[src/rtl/aud_csr_pkg.sv]
package aud_csr_pkg;
  // word indices (byte offset / 4)
  localparam int unsigned IDX_CMD  = 0;
  localparam int unsigned IDX_MODE = 1;
  localparam int unsigned IDX_STAT = 2;
  localparam int unsigned IDX_SCLR = 3;
  localparam int unsigned IDX_SSET = 4;
  localparam int unsigned IDX_IER  = 5;
  localparam int unsigned IDX_IDR  = 6;
  localparam int unsigned IDX_IMR  = 7;
  localparam int unsigned IDX_RHR  = 8;
  localparam int unsigned IDX_THR  = 9;
  localparam int unsigned IDX_VER  = 10;

  // engine order: start bit = 2*i, stop bit = 2*i+1
  localparam int unsigned ENG_N  = 3;
  localparam int unsigned ENG_RX = 0;
  localparam int unsigned ENG_CK = 1;
  localparam int unsigned ENG_TX = 2;
  localparam int unsigned SRST_BIT = 7;

  // status bit positions
  localparam int unsigned ST_RXEN  = 0;
  localparam int unsigned ST_RXRDY = 1;
  localparam int unsigned ST_RXOVR = 2;
  localparam int unsigned ST_TXEN  = 4;
  localparam int unsigned ST_TXRDY = 5;
  localparam int unsigned ST_TXUDR = 6;
  localparam int unsigned ST_OVR_LO = 8;
  localparam int unsigned ST_UDR_LO = 20;

  localparam logic [31:0] IRQ_SRC = 32'h0000_0066;
endpackage

[src/rtl/aud_csr_en.sv]
module aud_csr_en #(
  parameter int unsigned N = 3
) (
  input  logic         clk,
  input  logic         rst_n,
  input  logic         srst,
  input  logic [N-1:0] set_v,
  input  logic [N-1:0] clr_v,
  output logic [N-1:0] en_q
);
  logic [N-1:0] en_d;
  logic         en_upd;

  for (genvar gi = 0; gi < N; gi++) begin : g_eng
    // stop bit dominates the start bit of the same engine
    assign en_d[gi] = ~srst & ~clr_v[gi] & (set_v[gi] | en_q[gi]);
  end

  assign en_upd = srst | (|set_v) | (|clr_v);

  always_ff @(posedge clk or negedge rst_n) begin
    if (!rst_n) begin
      en_q <= '0;
    end else if (en_upd) begin
      en_q <= en_d;
    end
  end
endmodule

[src/rtl/aud_csr_flags.sv]
module aud_csr_flags #(
  parameter int unsigned CH_N = 8,
  localparam int unsigned CH_W = (CH_N > 1) ? $clog2(CH_N) : 1
) (
  input  logic            clk,
  input  logic            rst_n,
  input  logic            srst,
  input  logic            clr_wr,
  input  logic            set_wr,
  input  logic [31:0]     wdata,
  input  logic            rx_push,
  input  logic            rhr_rd,
  input  logic            thr_wr,
  input  logic            tx_pop,
  input  logic            rx_ovr,
  input  logic [CH_W-1:0] rx_ovr_ch,
  input  logic            tx_udr,
  input  logic [CH_W-1:0] tx_udr_ch,
  output logic            rx_rdy_q,
  output logic            rx_or_q,
  output logic            tx_rdy_q,
  output logic            tx_ur_q,
  output logic [CH_N-1:0] ovr_ch_q,
  output logic [CH_N-1:0] udr_ch_q
);
  import aud_csr_pkg::*;

  logic [31:0]     clr_b, set_b;
  logic            rx_rdy_d, rx_or_d, tx_rdy_d, tx_ur_d;
  logic [CH_N-1:0] ovr_ch_d, udr_ch_d;
  logic            flag_upd;

  assign clr_b = clr_wr ? wdata : '0;
  assign set_b = set_wr ? wdata : '0;

  always_comb begin
    rx_rdy_d = rx_push | ((rx_rdy_q | set_b[ST_RXRDY]) & ~rhr_rd & ~clr_b[ST_RXRDY]);
    tx_rdy_d = ~thr_wr & (tx_pop | set_b[ST_TXRDY] | (tx_rdy_q & ~clr_b[ST_TXRDY]));
    rx_or_d  = rx_ovr | set_b[ST_RXOVR] | (rx_or_q & ~clr_b[ST_RXOVR]);
    tx_ur_d  = tx_udr | set_b[ST_TXUDR] | (tx_ur_q & ~clr_b[ST_TXUDR]);
    if (srst) begin
      rx_rdy_d = 1'b0;
      tx_rdy_d = 1'b1;
      rx_or_d  = 1'b0;
      tx_ur_d  = 1'b0;
    end
  end

  for (genvar gc = 0; gc < CH_N; gc++) begin : g_ch
    logic ovr_hit, udr_hit;
    assign ovr_hit = rx_ovr && (rx_ovr_ch == CH_W'(gc));
    assign udr_hit = tx_udr && (tx_udr_ch == CH_W'(gc));
    assign ovr_ch_d[gc] = ~srst & (ovr_hit | set_b[ST_OVR_LO+gc] |
                                   (ovr_ch_q[gc] & ~clr_b[ST_OVR_LO+gc]));
    assign udr_ch_d[gc] = ~srst & (udr_hit | set_b[ST_UDR_LO+gc] |
                                   (udr_ch_q[gc] & ~clr_b[ST_UDR_LO+gc]));
  end

  assign flag_upd = srst | clr_wr | set_wr | rx_push | rhr_rd | thr_wr |
                    tx_pop | rx_ovr | tx_udr;

  always_ff @(posedge clk or negedge rst_n) begin
    if (!rst_n) begin
      rx_rdy_q <= 1'b0;
      rx_or_q  <= 1'b0;
      tx_rdy_q <= 1'b1;
      tx_ur_q  <= 1'b0;
      ovr_ch_q <= '0;
      udr_ch_q <= '0;
    end else if (flag_upd) begin
      rx_rdy_q <= rx_rdy_d;
      rx_or_q  <= rx_or_d;
      tx_rdy_q <= tx_rdy_d;
      tx_ur_q  <= tx_ur_d;
      ovr_ch_q <= ovr_ch_d;
      udr_ch_q <= udr_ch_d;
    end
  end
endmodule

[src/rtl/aud_csr_irq.sv]
module aud_csr_irq (
  input  logic        clk,
  input  logic        rst_n,
  input  logic        srst,
  input  logic        ier_wr,
  input  logic        idr_wr,
  input  logic [31:0] wdata,
  input  logic [31:0] stat,
  output logic [31:0] mask_q,
  output logic        irq
);
  import aud_csr_pkg::*;

  logic [31:0] mask_d;
  logic        mask_upd;

  always_comb begin
    mask_d = mask_q;
    if (ier_wr) mask_d = mask_d | (wdata & IRQ_SRC);
    if (idr_wr) mask_d = mask_d & ~wdata;
    if (srst)   mask_d = '0;
  end

  assign mask_upd = srst | ier_wr | idr_wr;

  always_ff @(posedge clk or negedge rst_n) begin
    if (!rst_n) begin
      mask_q <= '0;
    end else if (mask_upd) begin
      mask_q <= mask_d;
    end
  end

  assign irq = |(stat & mask_q & IRQ_SRC);
endmodule

[src/rtl/aud_csr.sv]
module aud_csr #(
  parameter int unsigned ADDR_W  = 6,
  parameter int unsigned CH_N    = 8,
  parameter logic [31:0] VERSION = 32'h0000_0110,
  localparam int unsigned CH_W   = (CH_N > 1) ? $clog2(CH_N) : 1,
  localparam int unsigned WIDX_W = ADDR_W - 2
) (
  input  logic              clk,
  input  logic              rst_n,
  input  logic              bus_wr,
  input  logic              bus_rd,
  input  logic [ADDR_W-1:0] bus_addr,
  input  logic [31:0]       bus_wdata,
  output logic [31:0]       bus_rdata,
  input  logic              rx_push,
  input  logic [31:0]       rx_word,
  input  logic              rx_ovr,
  input  logic [CH_W-1:0]   rx_ovr_ch,
  input  logic              tx_pop,
  input  logic              tx_udr,
  input  logic [CH_W-1:0]   tx_udr_ch,
  output logic              rx_run,
  output logic              tx_run,
  output logic              ck_run,
  output logic [31:0]       mode_cfg,
  output logic [31:0]       tx_word,
  output logic              irq
);
  import aud_csr_pkg::*;

  logic [WIDX_W-1:0] widx;
  logic [31:0]       widx32;
  logic cmd_wr, mode_wr, sclr_wr, sset_wr, ier_wr, idr_wr, thr_wr, rhr_rd, srst;
  logic [ENG_N-1:0]  set_v, clr_v, en_q;
  logic rx_rdy_q, rx_or_q, tx_rdy_q, tx_ur_q;
  logic [CH_N-1:0]   ovr_ch_q, udr_ch_q;
  logic [31:0]       stat_w, imask;
  logic [31:0]       mode_q, mode_d, rxh_q, rxh_d, txh_q, txh_d;

  // address decode
  assign widx   = bus_addr[ADDR_W-1:2];
  assign widx32 = 32'(widx);
  assign cmd_wr  = bus_wr && (widx32 == IDX_CMD);
  assign mode_wr = bus_wr && (widx32 == IDX_MODE);
  assign sclr_wr = bus_wr && (widx32 == IDX_SCLR);
  assign sset_wr = bus_wr && (widx32 == IDX_SSET);
  assign ier_wr  = bus_wr && (widx32 == IDX_IER);
  assign idr_wr  = bus_wr && (widx32 == IDX_IDR);
  assign thr_wr  = bus_wr && (widx32 == IDX_THR);
  assign rhr_rd  = bus_rd && (widx32 == IDX_RHR);
  assign srst    = cmd_wr && bus_wdata[SRST_BIT];

  for (genvar ge = 0; ge < ENG_N; ge++) begin : g_cmd
    assign set_v[ge] = cmd_wr & bus_wdata[2*ge];
    assign clr_v[ge] = cmd_wr & bus_wdata[2*ge+1];
  end

  aud_csr_en #(.N(ENG_N)) u_en (
    .clk(clk), .rst_n(rst_n), .srst(srst),
    .set_v(set_v), .clr_v(clr_v), .en_q(en_q)
  );

  aud_csr_flags #(.CH_N(CH_N)) u_flags (
    .clk(clk), .rst_n(rst_n), .srst(srst),
    .clr_wr(sclr_wr), .set_wr(sset_wr), .wdata(bus_wdata),
    .rx_push(rx_push), .rhr_rd(rhr_rd), .thr_wr(thr_wr), .tx_pop(tx_pop),
    .rx_ovr(rx_ovr), .rx_ovr_ch(rx_ovr_ch), .tx_udr(tx_udr), .tx_udr_ch(tx_udr_ch),
    .rx_rdy_q(rx_rdy_q), .rx_or_q(rx_or_q), .tx_rdy_q(tx_rdy_q), .tx_ur_q(tx_ur_q),
    .ovr_ch_q(ovr_ch_q), .udr_ch_q(udr_ch_q)
  );

  always_comb begin
    stat_w = '0;
    stat_w[ST_RXEN]  = en_q[ENG_RX];
    stat_w[ST_RXRDY] = rx_rdy_q;
    stat_w[ST_RXOVR] = rx_or_q;
    stat_w[ST_TXEN]  = en_q[ENG_TX];
    stat_w[ST_TXRDY] = tx_rdy_q;
    stat_w[ST_TXUDR] = tx_ur_q;
    stat_w[ST_OVR_LO +: CH_N] = ovr_ch_q;
    stat_w[ST_UDR_LO +: CH_N] = udr_ch_q;
  end

  aud_csr_irq u_irq (
    .clk(clk), .rst_n(rst_n), .srst(srst),
    .ier_wr(ier_wr), .idr_wr(idr_wr), .wdata(bus_wdata),
    .stat(stat_w), .mask_q(imask), .irq(irq)
  );

  // data words: next state
  always_comb begin
    mode_d = mode_q;
    rxh_d  = rxh_q;
    txh_d  = txh_q;
    if (mode_wr) mode_d = bus_wdata;
    if (rx_push) rxh_d  = rx_word;
    if (thr_wr)  txh_d  = bus_wdata;
    if (srst) begin
      mode_d = '0;
      rxh_d  = '0;
      txh_d  = '0;
    end
  end

  always_ff @(posedge clk or negedge rst_n) begin
    if (!rst_n) begin
      mode_q <= '0;
    end else if (mode_wr | srst) begin
      mode_q <= mode_d;
    end
  end

  always_ff @(posedge clk or negedge rst_n) begin
    if (!rst_n) begin
      rxh_q <= '0;
    end else if (rx_push | srst) begin
      rxh_q <= rxh_d;
    end
  end

  always_ff @(posedge clk or negedge rst_n) begin
    if (!rst_n) begin
      txh_q <= '0;
    end else if (thr_wr | srst) begin
      txh_q <= txh_d;
    end
  end

  // read mux
  always_comb begin
    bus_rdata = '0;
    if (bus_rd) begin
      if      (widx32 == IDX_MODE) bus_rdata = mode_q;
      else if (widx32 == IDX_STAT) bus_rdata = stat_w;
      else if (widx32 == IDX_IMR)  bus_rdata = imask;
      else if (widx32 == IDX_RHR)  bus_rdata = rxh_q;
      else if (widx32 == IDX_VER)  bus_rdata = VERSION;
    end
  end

  assign rx_run   = en_q[ENG_RX];
  assign tx_run   = en_q[ENG_TX];
  assign ck_run   = en_q[ENG_CK];
  assign mode_cfg = mode_q;
  assign tx_word  = txh_q;
endmodule

[config.mk]
export PLATFORM = sky130hd
export DESIGN_NAME = aud_csr
export DESIGN_NICKNAME = d
export VERILOG_FILES = /design/src/rtl/aud_csr_pkg.sv /design/src/rtl/aud_csr_en.sv /design/src/rtl/aud_csr_flags.sv /design/src/rtl/aud_csr_irq.sv /design/src/rtl/aud_csr.sv
export SDC_FILE = /design/constraint.sdc
export NUM_CORES = 1
export LEC_CHECK = 0
export CAP_MARGIN = 30
export CORE_ASPECT_RATIO = 0.9
export CORE_MARGIN = 2
export CORE_UTILIZATION = 51
export DETAILED_ROUTE_END_ITERATION = 10
export GPL_ROUTABILITY_DRIVEN = 0
export PLACE_DENSITY_LB_ADDON = 0.12
export SLEW_MARGIN = 10
export SYNTH_ARGS = -nofsm -noshare
export SYNTH_HDL_FRONTEND = slang
export SYNTH_SLANG_ARGS = --single-unit
[constraint.sdc]
create_clock -name clk -period 2 [get_ports clk]
set_input_delay 0.3 -clock clk [delete_from_list [all_inputs] [get_ports clk]]
set_output_delay 0.3 -clock clk [all_outputs]
set_load 0.05 [all_outputs]
==> results by group <==
STA
  – Final Slew Violations: 0
  – Final period util: 98.9%
  – Fin. Hold Viols: 0
  – Fmax: 505 MHz
  – Setup slack after layout: 0.0213 ns
  – Setup Viol. Count Final: 0
  – Worst slew pin tran: 0.567 ns
  – Min Hold Slack: 0.370 ns
  – Tmin final: 1.98 ns
  – Slew margin rel.: 62.2%
  – Worst clock skew: 0 ns

Cells and area
  – Net count, final: 1,150
  – Most frequent cells in the layout: dfrtp_1, clkdlybuf4s50_1, nand3_1
  – Area Overhead vs Synth: 50.2%
  – Commonest non-fill, non-tap cell in the layout: dfrtp_1
  – Share of cells above drive strength 1: 21.5%

Floorplan
  – Starting density of the core: 52.0%
  – Die Wd: 136 um
  – Die ar.: 0.0167 mm2
  – Die extent in y: 123 um
  – FP Rows: 43
  – Ports: 184
  – CORE AREA: 0.0154 mm2

Worst setup path
  – Critical-path maximum fanout: 3
  – Worst r2r dst: u_flags.tx_rdy_q
  – Critical Path Source Type: flop
  – Critical path arrival: 1.68 ns
  – CP delay by family, top: buffers and inverters
  – Setup crit end kind: primary output
  – Worst EP required: 1.70 ns
  – CP bufs+invs: 1
  – Worst path max stage delay: 0.83 ns
  – Kind of critical path: flop to primary output
  – Reg2reg start: u_flags.tx_rdy_q
  – Worst R2R Path Depth: 2
  – Worst path cell trace: clkdlybuf4s50_1
  – R2R Setup Slk: 1.06 ns
  – CP max stage cell: clkdlybuf4s50_1

Logic synthesis
  – Largest cells by area after synthesis: dfrtp_1, and3b_1, nand3_1
  – Post-Syn Area: 0.00800 mm2
  – Sequential fraction of the synthesis area: 47.2%
  – Yosys top cell by area: dfrtp_1
  – Mapped Cells: 863
  – Seq cells post-synth: 151
  – Post-synth EDFFs: 0
  – Asr flop ratio synth: 100%
  – Warnings from Yosys: 0
  – Post-Syn Nets: 947
  – Mean post-synth cell area: 9.27 um2
  – Yosys cell types: 48
  – Top_reg_cell synth: dfrtp_1
  – Synth top area share: 46.9%

Clock tree
  – CTS max path bufs: 2
  – Clock-pin slew on the worst setup and hold paths: 0.06 ns
  – Clock latency on the worst-skew pair: 0.42 ns
  – CTS tree: yes
  – TritonCTS Buffers: 17
  – CTS sink count: 151
  – CTS H-tree depth: 4
  – Root Driver: clkbuf_16

Drt
  – DRT iter0 DRCs: 703
  – DRC errors left: 0
  – Antenna-violating nets left: 0
  – Drt pass-1 iters: 5
  – DR vias: 8,149
  – Via/cell ratio: 6.36
  – WL final: 28,600 um
  – Routed len/inst: 22.3 um

Placed design
  – PortBufs: 181
  – DP Wirelength: 19,300 um
  – Dpl ws: -0.377 ns

Min path
  – Hold endpoint: u_flags.rx_rdy_q
  – Hold Crit Class: input pin to flop
  – Worst Hold Path Cells: 4
  – HP Start: rx_push

Global routing
  – GRT Resource Usage Total: 34.7%
  – Global route overflow: 0
  – Largest net degree at the start of global routing: 61
  – First-pass GRT wire length: 43,900 um
  – Vias in the first global route: 8,085
  – Initial antenna violation count: 1

Outcome
  – Status: completed

Power and ir drop
  – PD cells: 852 mW/mm2
  – Leakage: 5.29 nW
  – Total power: 10.2 mW
  – Maximum VDD drop: 0.000652 V

Flow run
  – Max Cap Viol: 0
-- Yosys cell counts (all sizes together) (3+ instances only) --
cell type  number
nand2          13
clkbuf         61
nand3          99
o21ai          99
and3b          61
a211oi          9
or2             3
nor3            3
and4b           3
and3           23
nor2           38
a21oi          71
nand3b          3
nor4b           4
inv            27
dfrtp         150
a22oi          23
mux2i          32
nor4bb          5
a31oi          26
a21boi         30
o31ai          16
nand4b          6
buf            33
-- cell families after synthesis --
family          share of synthesized area, %
buf+inv                                 6.33
mux                                     4.00
compound gates                          21.3
flops                                   47.2
simple gates                            21.1
-- state kept, by name (all words and copies together), names as in the netlist --
register / cells
mode_cfg: 32
rxh_q: 32
tx_word: 32
u_irq.mask_q: 32
u_flags.ovr_ch_q: 8
u_flags.udr_ch_q: 8
u_en.en_q: 3
u_flags.rx_or_q: 1
u_flags.rx_rdy_q: 1
u_flags.tx_rdy_q: 1
u_flags.tx_ur_q: 1
-- worst max path at each step --
stage / endpoint / cells past startpoint / from
3_3_place_gp: bus_rdata[4] / 6 / bus_addr[4]
4_1_cts: bus_rdata[5] / 8 / bus_addr[4]
2_1_floorplan: bus_rdata[8] / 5 / bus_addr[5]
3_5_place_dp: bus_rdata[20] / 7 / bus_addr[4]
6_report: mode_cfg[7] / 1 / mode_cfg[7]
5_1_grt: mode_cfg[14] / 1 / mode_cfg[14]
-- routing by layer --
metal  vias to the layer above  part of all wire, %  global-route usage, %
met3                       111                  9.2                   8.10
met2                       493                   48                   56.3
li1                       3570                    -                      -
met1                      3975                   37                   43.1
met5                         -                    0                      0
met4                         0                  5.4                   18.6
-- cell type report --
cell class	count	area, um2
multi-input combinational	591	4140
sequential	151	3780
fill	1040	3370
timing repair buffer	278	3130
clock buffer	18	439
tap	202	253
clock inverter	13	169
inverter	27	101
antenna	2	5.00
-- per-stage QoR --
| step | utilization, % | area [um2] | std cells | TNS (ns) |
|---|---|---|---|---|
| finish | 78.1 | 12000 | 1282 | 0 |
| global route | 78.1 | 12000 | 1281 | -0.0116 |
| CTS | 77.3 | 11900 | 1280 | -0.0540 |
| detailed placement | 72.2 | 11100 | 1239 | -32.81 |
| global placement | 72.2 | 11100 | 1239 | -30.30 |
| floorplan | - | 8310 | 863 | -0.0172 |
-- report_power, final --
group	internal, mW	leakage (nW)	switching, mW	total, mW
clock network	2.01	0.292	1.34	3.34
logic	1.17	3.11	1.87	3.04
registers	3.48	1.89	0.373	3.85
-- repair_timing --
item,CTS,global route
hold buffers,1,0
pin swaps,19,12
endpoints found under the setup margin,32,30
endpoints found under the hold margin,49,0
cloned,3,1
buffers inserted,7,0
resized for setup,32,34
No activity file was read; power rests on OpenSTA's default activity.
